$ cat config.mk
export PLATFORM = sky130hd
export DESIGN_NAME = ring_node
export DESIGN_NICKNAME = d
export VERILOG_FILES = /design/src/rtl/ring_pkg.sv /design/src/rtl/ring_fifo.sv /design/src/rtl/ring_rx_router.sv /design/src/rtl/ring_out_arb.sv /design/src/rtl/ring_node.sv
export SDC_FILE = /design/constraint.sdc
export NUM_CORES = 2
export LEC_CHECK = 0
export BUFFER_PORTS_ARGS = -buffer_cell sky130_fd_sc_hd__buf_4
export CELL_PAD_IN_SITES_DETAIL_PLACEMENT = 0
export CELL_PAD_IN_SITES_GLOBAL_PLACEMENT = 2
export CORE_MARGIN = 2
export CORE_UTILIZATION = 50
export CTS_CLUSTER_SIZE = 28
export DETAILED_ROUTE_END_ITERATION = 16
export PLACE_DENSITY = 0.89
export SETUP_SLACK_MARGIN = 0.05
export SYNTH_ARGS = -nofsm -noshare
export SYNTH_HDL_FRONTEND = slang
export SYNTH_HIERARCHICAL = 1
export SYNTH_SLANG_ARGS = --single-unit
$ cat constraint.sdc
create_clock -name clk -period 3.8 [get_ports clk]
set_input_delay 0.38 -clock clk [delete_from_list [all_inputs] [get_ports clk]]
set_output_delay 0.38 -clock clk [all_outputs]
set_load 0.005 [all_outputs]
$ cat src/rtl/ring_pkg.sv
package ring_pkg;

  typedef enum logic [1:0] {
    SRC_NONE = 2'd0,
    SRC_BYP  = 2'd1,
    SRC_LOC  = 2'd2
  } src_e;

  typedef enum logic [1:0] {
    RT_BYP  = 2'd0,
    RT_RX   = 2'd1,
    RT_DROP = 2'd2
  } route_e;

  function automatic int unsigned room_left(int unsigned depth, int unsigned used);
    return depth - used;
  endfunction

  function automatic logic starts_packet(logic v, logic f, logic open_pkt);
    return v & f & ~open_pkt;
  endfunction

  function automatic logic ends_packet(logic v, logic f, logic open_pkt);
    return v & ~f & open_pkt;
  endfunction

endpackage

$ cat src/rtl/ring_fifo.sv
module ring_fifo #(
  parameter int W     = 17,
  parameter int DEPTH = 32
) (
  input  logic                       clk,
  input  logic                       rst_n,
  input  logic                       wr_en,
  input  logic [W-1:0]               wr_data,
  input  logic                       rd_en,
  output logic [W-1:0]               rd_data,
  output logic [$clog2(DEPTH+1)-1:0] count
);
  localparam int AW = (DEPTH > 1) ? $clog2(DEPTH) : 1;
  localparam int CW = $clog2(DEPTH + 1);

  logic [W-1:0]  mem [DEPTH];
  logic [AW-1:0] wr_ptr, rd_ptr;
  logic          full, empty, wr_ok, rd_ok;

  function automatic logic [AW-1:0] bump(logic [AW-1:0] p);
    return (p == AW'(DEPTH - 1)) ? '0 : p + 1'b1;
  endfunction

  assign full    = (count == CW'(DEPTH));
  assign empty   = (count == '0);
  assign wr_ok   = wr_en & ~full;
  assign rd_ok   = rd_en & ~empty;
  assign rd_data = mem[rd_ptr];

  always_ff @(posedge clk) begin
    if (wr_ok) mem[wr_ptr] <= wr_data;
  end

  always_ff @(posedge clk or negedge rst_n) begin
    if (!rst_n) begin
      wr_ptr <= '0;
      rd_ptr <= '0;
      count  <= '0;
    end else begin
      if (wr_ok) wr_ptr <= bump(wr_ptr);
      if (rd_ok) rd_ptr <= bump(rd_ptr);
      case ({wr_ok, rd_ok})
        2'b10:   count <= count + 1'b1;
        2'b01:   count <= count - 1'b1;
        default: count <= count;
      endcase
    end
  end

  AST_FIFO_NO_UNDERRUN: assert property (@(posedge clk) disable iff (!rst_n) rd_en |-> !empty);

endmodule

$ cat src/rtl/ring_rx_router.sv
module ring_rx_router
  import ring_pkg::*;
#(
  parameter int SYM_W    = 16,
  parameter int MAX_PKT  = 16,
  parameter int RX_DEPTH = 32
) (
  input  logic                          clk,
  input  logic                          rst_n,
  input  logic                          in_valid,
  input  logic                          in_flag,
  input  logic [SYM_W-1:0]              in_data,
  input  logic [SYM_W-1:0]              node_id,
  input  logic [$clog2(RX_DEPTH+1)-1:0] rx_count,
  output logic                          byp_wr,
  output logic                          rx_wr,
  output logic [SYM_W:0]                wr_sym,
  output logic                          drop_start,
  output logic                          ovf
);
  logic   open_q;
  route_e route_q, route_now;
  logic   hdr, tail, accept, is_mine, room_ok;

  assign hdr     = starts_packet(in_valid, in_flag, open_q);
  assign tail    = ends_packet(in_valid, in_flag, open_q);
  assign accept  = hdr | (in_valid & open_q);
  assign is_mine = (in_data == node_id);
  assign room_ok = room_left(RX_DEPTH, 32'(rx_count)) >= 32'(MAX_PKT);

  always_comb begin
    route_now = route_q;
    if (hdr) begin
      if (!is_mine)     route_now = RT_BYP;
      else if (room_ok) route_now = RT_RX;
      else              route_now = RT_DROP;
    end
  end

  assign byp_wr     = accept & (route_now == RT_BYP);
  assign rx_wr      = accept & (route_now == RT_RX);
  assign wr_sym     = {tail, in_data};
  assign drop_start = hdr & (route_now == RT_DROP);

  always_ff @(posedge clk or negedge rst_n) begin
    if (!rst_n) begin
      open_q  <= 1'b0;
      route_q <= RT_BYP;
      ovf     <= 1'b0;
    end else begin
      if (hdr) begin
        open_q  <= 1'b1;
        route_q <= route_now;
      end else if (tail) begin
        open_q  <= 1'b0;
      end
      if (drop_start) ovf <= 1'b1;
    end
  end

  AST_DROP_RAISES_OVF:  assert property (@(posedge clk) disable iff (!rst_n) drop_start |=> ovf);
  AST_OVF_STICKY:       assert property (@(posedge clk) disable iff (!rst_n) ovf |=> ovf);
  AST_FOREIGN_NOT_RX:   assert property (@(posedge clk) disable iff (!rst_n) (hdr && in_data != node_id) |-> !rx_wr);
  AST_STRAY_DISCARDED:  assert property (@(posedge clk) disable iff (!rst_n) (in_valid && !in_flag && !open_q) |-> !(byp_wr || rx_wr));

endmodule

$ cat src/rtl/ring_out_arb.sv
module ring_out_arb
  import ring_pkg::*;
#(
  parameter int SYM_W = 16
) (
  input  logic             clk,
  input  logic             rst_n,
  input  logic             byp_empty,
  input  logic [SYM_W:0]   byp_sym,
  input  logic             tx_has_pkt,
  input  logic [SYM_W:0]   tx_sym,
  output logic             byp_pop,
  output logic             tx_pop,
  output logic             loc_start,
  output logic             out_valid,
  output logic             out_flag,
  output logic [SYM_W-1:0] out_data
);
  src_e           cur_q, sel;
  logic [SYM_W:0] sym;
  logic           popped, last;

  always_comb begin
    sel = cur_q;
    if (cur_q == SRC_NONE) begin
      if (!byp_empty)      sel = SRC_BYP;
      else if (tx_has_pkt) sel = SRC_LOC;
    end
  end

  assign byp_pop   = (sel == SRC_BYP) & ~byp_empty;
  assign tx_pop    = (sel == SRC_LOC);
  assign popped    = byp_pop | tx_pop;
  assign sym       = byp_pop ? byp_sym : tx_sym;
  assign last      = sym[SYM_W];
  assign loc_start = tx_pop & (cur_q == SRC_NONE);

  always_ff @(posedge clk or negedge rst_n) begin
    if (!rst_n) begin
      cur_q     <= SRC_NONE;
      out_valid <= 1'b0;
      out_flag  <= 1'b0;
      out_data  <= '0;
    end else begin
      if (popped) cur_q <= last ? SRC_NONE : sel;
      out_valid <= popped;
      out_flag  <= popped & ~last;
      out_data  <= popped ? sym[SYM_W-1:0] : '0;
    end
  end

  AST_LOCAL_AFTER_BYP_EMPTY: assert property (@(posedge clk) disable iff (!rst_n) loc_start |-> byp_empty);
  AST_LOCAL_NO_GAP:          assert property (@(posedge clk) disable iff (!rst_n) (cur_q == SRC_LOC) |-> tx_pop);
  AST_BYP_NOT_MIXED:         assert property (@(posedge clk) disable iff (!rst_n) (cur_q == SRC_BYP) |-> !tx_pop);
  AST_LOCAL_WHOLE:           assert property (@(posedge clk) disable iff (!rst_n) loc_start |-> tx_has_pkt);

endmodule

$ cat src/rtl/ring_node.sv
module ring_node #(
  parameter int SYM_W     = 16,
  parameter int MAX_PKT   = 16,
  parameter int RX_DEPTH  = 32,
  parameter int TX_DEPTH  = 32,
  parameter int BYP_DEPTH = 32
) (
  input  logic             clk,
  input  logic             rst_n,
  input  logic [SYM_W-1:0] node_id,
  input  logic             in_valid,
  input  logic             in_flag,
  input  logic [SYM_W-1:0] in_data,
  output logic             out_valid,
  output logic             out_flag,
  output logic [SYM_W-1:0] out_data,
  input  logic             tx_valid,
  input  logic [SYM_W-1:0] tx_data,
  input  logic             tx_last,
  output logic             tx_ready,
  output logic             rx_valid,
  output logic [SYM_W-1:0] rx_data,
  output logic             rx_last,
  input  logic             rx_ready,
  output logic             rx_overflow
);
  localparam int RX_CW  = $clog2(RX_DEPTH + 1);
  localparam int TX_CW  = $clog2(TX_DEPTH + 1);
  localparam int BYP_CW = $clog2(BYP_DEPTH + 1);

  logic [RX_CW-1:0]  rx_cnt;
  logic [TX_CW-1:0]  tx_cnt, tx_pkts;
  logic [BYP_CW-1:0] byp_cnt;
  logic [SYM_W:0]    in_sym, byp_sym, tx_sym, rx_sym;
  logic              byp_wr, rx_wr, byp_pop, tx_pop, tx_push, rx_pop;
  logic              drop_start, loc_start, byp_empty;
  logic              pkt_in, pkt_out;

  ring_rx_router #(.SYM_W(SYM_W), .MAX_PKT(MAX_PKT), .RX_DEPTH(RX_DEPTH)) u_router (
    .clk(clk), .rst_n(rst_n), .in_valid(in_valid), .in_flag(in_flag), .in_data(in_data),
    .node_id(node_id), .rx_count(rx_cnt), .byp_wr(byp_wr), .rx_wr(rx_wr), .wr_sym(in_sym),
    .drop_start(drop_start), .ovf(rx_overflow)
  );

  ring_fifo #(.W(SYM_W + 1), .DEPTH(BYP_DEPTH)) u_byp_q (
    .clk(clk), .rst_n(rst_n), .wr_en(byp_wr), .wr_data(in_sym),
    .rd_en(byp_pop), .rd_data(byp_sym), .count(byp_cnt)
  );

  ring_fifo #(.W(SYM_W + 1), .DEPTH(RX_DEPTH)) u_rx_q (
    .clk(clk), .rst_n(rst_n), .wr_en(rx_wr), .wr_data(in_sym),
    .rd_en(rx_pop), .rd_data(rx_sym), .count(rx_cnt)
  );

  ring_fifo #(.W(SYM_W + 1), .DEPTH(TX_DEPTH)) u_tx_q (
    .clk(clk), .rst_n(rst_n), .wr_en(tx_push), .wr_data({tx_last, tx_data}),
    .rd_en(tx_pop), .rd_data(tx_sym), .count(tx_cnt)
  );

  assign byp_empty = (byp_cnt == '0);
  assign tx_ready  = (tx_cnt != TX_CW'(TX_DEPTH));
  assign tx_push   = tx_valid & tx_ready;
  assign rx_valid  = (rx_cnt != '0);
  assign rx_pop    = rx_valid & rx_ready;
  assign rx_data   = rx_sym[SYM_W-1:0];
  assign rx_last   = rx_sym[SYM_W];
  assign pkt_in    = tx_push & tx_last;
  assign pkt_out   = tx_pop & tx_sym[SYM_W];

  always_ff @(posedge clk or negedge rst_n) begin
    if (!rst_n) tx_pkts <= '0;
    else begin
      case ({pkt_in, pkt_out})
        2'b10:   tx_pkts <= tx_pkts + 1'b1;
        2'b01:   tx_pkts <= tx_pkts - 1'b1;
        default: tx_pkts <= tx_pkts;
      endcase
    end
  end

  ring_out_arb #(.SYM_W(SYM_W)) u_arb (
    .clk(clk), .rst_n(rst_n), .byp_empty(byp_empty), .byp_sym(byp_sym),
    .tx_has_pkt(tx_pkts != '0), .tx_sym(tx_sym), .byp_pop(byp_pop), .tx_pop(tx_pop),
    .loc_start(loc_start), .out_valid(out_valid), .out_flag(out_flag), .out_data(out_data)
  );

  AST_BYP_NO_OVERRUN:  assert property (@(posedge clk) disable iff (!rst_n) byp_wr |-> (byp_cnt != BYP_CW'(BYP_DEPTH)));
  AST_TX_PKTS_FIT:     assert property (@(posedge clk) disable iff (!rst_n) tx_pkts <= tx_cnt);
  AST_DROP_NOT_STORED: assert property (@(posedge clk) disable iff (!rst_n) drop_start |-> !(rx_wr || byp_wr));
  AST_LOCAL_START_1:   assert property (@(posedge clk) disable iff (!rst_n) loc_start |-> tx_cnt != '0);

endmodule

# Yosys cells after proc, flatten, opt, wreduce, memory -nomap -nowiden
# Memories as Yosys holds them, arrays and structs flattened.
# Cells that the tools add are included.
# Widths: inputs -> output; s select.
# word_totals
reg_bits,78
ramBits,1632
inputBits,55
output_inout_bits,38
word_cells,129
n_memories,3
# memory_table
memory,depth,width,rd,rd_clocked_by_memory_dff,wr,line,source
u_byp_q.mem,32,17,1,0,1,ring_fifo.sv:16,logic [W-1:0] mem [DEPTH];
u_rx_q.mem,32,17,1,0,1,ring_fifo.sv:16,
u_tx_q.mem,32,17,1,0,1,ring_fifo.sv:16,
# op_classes
addsub,15
order_cmp,1
eq_ne,23
n_mux,27
bitwise,31
n_reduce_logical,12
# ops
cell,n
$pmux 6 s2,4
$ge 32x5->1 const B,1
$add 5x1->5 const B,6
$eq 5x5->1 const B,6
$mux 5,6
$add 6x1->6 const B,4
$sub 6x1->6 const B,4
$and 1x1->1,20
$eq 6x6->1 const B,3
$logic_not 6->1,3
$mux 17,1
$eq 16x16->1,1
$mux 16,1
$mux 2,7
$eq 2x1->1 const B,6
$eq 2x2->1 const B,6
$reduce_bool 6->1,2
$reduce_bool 2->1,5
$not 1->1,9
$mux 1,8
$sub 6x6->7 const A,1
$ne 6x6->1 const B,1
$logic_not 2->1,2
$or 1x1->1,2

# Logic depth before layout (Yosys ltp)
# depth
word_depth,10
mapped_depth,16
ltp_nobuf,13

# Cells and area by module
# Netlist, hierarchy kept.
# by_module_without_submodules
module,instances,cells_per_inst,area_each_um2,seq_area_each_um2
ring_fifo at u_byp_q ...,2,1045,21902.3,16736.1
ring_fifo at u_tx_q,1,1045,21903.5,16736.1
ring_out_arb,1,53,778.2,500.5
ring_rx_router,1,65,575.6,100.1
ring_node,1,61,538.0,150.1

# Worst setup path before layout
# No wires, ideal clock.
# synth_path
kind,reg-to-reg
from,reg u_tx_q.rd_ptr[0]
to,reg tx_pkts[5]
setup_ns,0.111
t_arrival_ns,3.395
t_required_ns,3.689
slack_ns,0.294
stages_incl_launch_ff,14
n_path_buf,3
synth_period_minus_slack_ns,3.506
cell_sequence,dfrtp_1 buf_6 buf_4 buf_2 mux4_2 a21oi_1 a21oi_1 and2_1 ha_1 ha_1 o211ai_1 nor2_1 mux2_4 a2111oi_2
# synth_via
elab_chain_len,4
word_cells_on_any_way,6
classes_between,eq/ne (2); mux (1); bitwise (1); reduce/logical (1); memory (1)
# synth_lines
item,line,source
"start, declared",ring_fifo.sv:17,"logic [AW-1:0] wr_ptr, rd_ptr;"
"start signal, assigned",ring_fifo.sv:41,if (rd_ok) rd_ptr <= bump(rd_ptr);
$mem_v2 32x17 (*),n/a,
net tx_sym[16],ring_node.sv:34,"logic [SYM_W:0] in_sym, byp_sym, tx_sym, rx_sym;"
$and 1x1->1 (*),ring_node.sv:68,assign pkt_out = tx_pop & tx_sym[SYM_W];
$eq 2x1->1 / $eq 2x2->1 (equally long branches),ring_node.sv:73,"case ({pkt_in, pkt_out})"
$pmux 6 s2 / $reduce_bool 2->1 (equally long branches),n/a,
"end signal, assigned",ring_node.sv:74,2'b10: tx_pkts <= tx_pkts + 1'b1;
"end signal, assigned",ring_node.sv:75,2'b01: tx_pkts <= tx_pkts - 1'b1;
"end signal, assigned",ring_node.sv:76,default: tx_pkts <= tx_pkts;
"end, declared",ring_node.sv:32,"logic [TX_CW-1:0] tx_cnt, tx_pkts;"
# Mark *: on every way through the listed nets, which the timed path passes. The rest lies on a longest branch.
# A chain may end at the register's enable or synchronous reset.

# Final worst setup path
# layout_path
from,reg u_rx_q.rd_ptr[0]
to,out rx_data[13]
# layout_via
elab_chain_len,1
# layout_lines
item,line,source
"start, declared",ring_fifo.sv:17,
"start signal, assigned",ring_fifo.sv:41,
$mem_v2 32x17,n/a,
"end, declared",ring_node.sv:22,"output logic [SYM_W-1:0] rx_data,"
# No other way between the ends.

==> flow_metrics.py <==
metrics = {
    "layout": {
        "antennaDiodeCount": 0,
        "area_delta_synth_final_pct": 13.2,
        "drive_gt1_share_pct": 23.7,
        "num-nets-final": 3709,
        "instances_no_fill": 5504,
    },
    "worst_setup_path": {
        "required_ns": 3.42,
        "cp_max_fo": 6,
        "path_class": "flip-flop to output pin",
        "cp-end-kind": "output pin",
        "start_kind": "flip-flop",
        "arrival_ns": 3.27,
    },
    "sta": {
        "slew_violations": 0,
        "worst-slew-pin-transition_ns": 1.34,
        "setup_viol": 0,
        "rsz0062_at_grt": "true",
        "fin_crit_sh_pct": 96.0,
        "hold_violations": 0,
        "period_minus_slack_ns": 3.65,
        "max_freq_ghz": 0.274,
        "finalSetupTns_ns": 0,
        "setup_ws_ns": 0.154,
        "clock_skew_ns": 0.0479,
        "max_slew_margin_pct": 10.5,
    },
    "detailed_routing": {
        "vias": 33800,
        "routedWlPerCell_um": 27.4,
        "drtPass1Iterations": 8,
        "routed_via_density": 6.14,
        "drc_errors": 0,
        "drt_iter0_drc": 3569,
        "totalWireLength_um": 151000,
        "ant_nets": 0,
    },
    "global_route": {
        "grt_pass1_wl_um": 223000,
        "grt_pass1_vias": 34000,
        "grt_use_total_pct": 22.0,
        "grt_max_degree": 78,
        "grt-ovfl-total": 0,
        "antenna_found_initial": 5,
    },
    "synthesis": {
        "synth_fp_nets": 3412,
        "synth_area_sq_um": 67600,
        "syn_avg_cell_area_sq_um": 20.4,
        "synthCells": 3312,
        "synth_warnings": 6,
    },
    "floorplanning": {
        "die_x_um": 372,
        "coreArea_sq_um": 134000,
        "die_area_sq_um": 138000,
        "ios": 93,
        "fp-row-count": 134,
        "initial_core_util_pct": 50.5,
        "fp.dieH_um": 372,
    },
    "clock_tree": {
        "cts_buffer_depth": 3,
        "cts_made_buffers": 163,
        "clock_latency_ns": 0.80,
        "clockRootBuffer": "clkbuf_16",
        "clock_sinks": 1710,
        "clk_pin_slew_ns": 0.06,
        "cts_tree": "yes",
        "h-tree-depth": 4,
    },
    "power": {
        "ir_drop_v": 0.000495,
        "powerDensity_nw_per_um2": 627,
        "leakage_nw": 24.8,
    },
    "placement": {
        "port_buffers": 92,
        "gp_congestion": 0.773,
        "dp_slack_ns": 0.00608,
        "dp.cells": 5184,
        "dp.final_hpwl_um": 85400,
    },
    "worst_hold_path": {
        "hold_class": "input pin to flip-flop",
    },
    "status": {
        "status": "finished clean",
    },
    "job": {
        "cap_violations": 0,
    },
}
## placed cells by master, fill, tap and decap left out, drive strengths merged, types with 20 or more instances in the layout
cell            n
inv            45
a22o           51
clkbuf        213
ha             41
xor2           21
o22ai          48
edfxtp       1632
mux4          306
mux2i         208
buf           311
a22oi          51
o21ai          48
a2111oi        49
dlygate4sd3    21
a21oi          99
dfrtp          78
clkinv         64
o221ai         51
nor2          117
nor2b          20
nand2          54
## final timing paths
kind / depth (start not counted) / startpoint / end / slack [ns]
worst max-delay path: 7 / u_rx_q/rd_ptr[0] / rx_data[13] / 0.15
worst min-delay path: 5 / node_id[14] / u_router/ovf / 0.15
min in group asynchronous: 2 / rst_n / u_arb/out_data[0] / 0.29
worst max register to register: 11 / u_tx_q/rd_ptr[0] / tx_pkts[5] / 0.18
worst min register to register: 1 / u_router/ovf / u_router/ovf / 0.48
max in group asynchronous: 3 / rst_n / u_rx_q/rd_ptr[3] / 2.62
## registers in the layout (all words and copies together) (netlist names), 6 cells and up
| name | flops |
|---|---|
| u_tx_q/count | 6 |
| u_tx_q/mem | 544 |
| u_byp_q/mem | 544 |
| u_rx_q/mem | 544 |
| u_byp_q/count | 6 |
| u_arb/out_data | 16 |
| u_rx_q/count | 6 |
| tx_pkts | 6 |
## power by group
group | switching (mW) | total [mW] | internal, mW
clock | 6.85 | 15.6 | 8.78
sequential | 0.762 | 21.9 | 21.1
combinational | 5.71 | 10.4 | 4.74
total | 13.3 | 48.0 | 34.6
## area by class of cell
class	instances	area, sq um
clock buffers	212	4380
clock inverters	80	758
flip-flops and latches	1710	51000
inverters	40	165
multi-input cells	1361	15300
well taps	1768	2210
repair buffers	333	2680
fillers	9681	57300
## per-stage QoR
step / hold WS, ns / instance area (sq um) / utilization (%) / power, mW
6_report: 0.151 / 76500 / 57.2 / 48.0
5_1_grt: 0.174 / 76500 / 57.2 / 49.6
4_1_cts: 0.110 / 76400 / 57.1 / 48.2
3_5_place_dp: 0.470 / 71000 / 53.1 / 32.5
3_3_place_gp: 0.469 / 71000 / 53.1 / 32.4
2_1_floorplan: 0.0844 / 67600 / - / 28.7
## worst max-delay path: stages (launching register included)
cell and delay (ns):
dfrtp_4 0.41, buf_4 0.20, buf_4 0.21, mux4_2 0.53, a22o_1 0.30, a2111oi_2 0.53, a21oi_1 0.13, buf_4 0.17
## routing by layer
metal	track usage [%]	up-vias	wire length [um]
li1	-	14400	-
met1	30.9	17800	61900
met2	35.4	1433	74100
met3	3.93	217	11100
met4	6.74	0	3770
met5	0	-	0
## timing repair
item,4_1_cts,5_1_grt
hold endpoints to repair,546,0
setup endpoints to repair,18,8
pin swaps,0,0
resized for setup,10,9
buffers inserted,6,1
hold buffers,21,0
(Power assumes the default switching activity.)
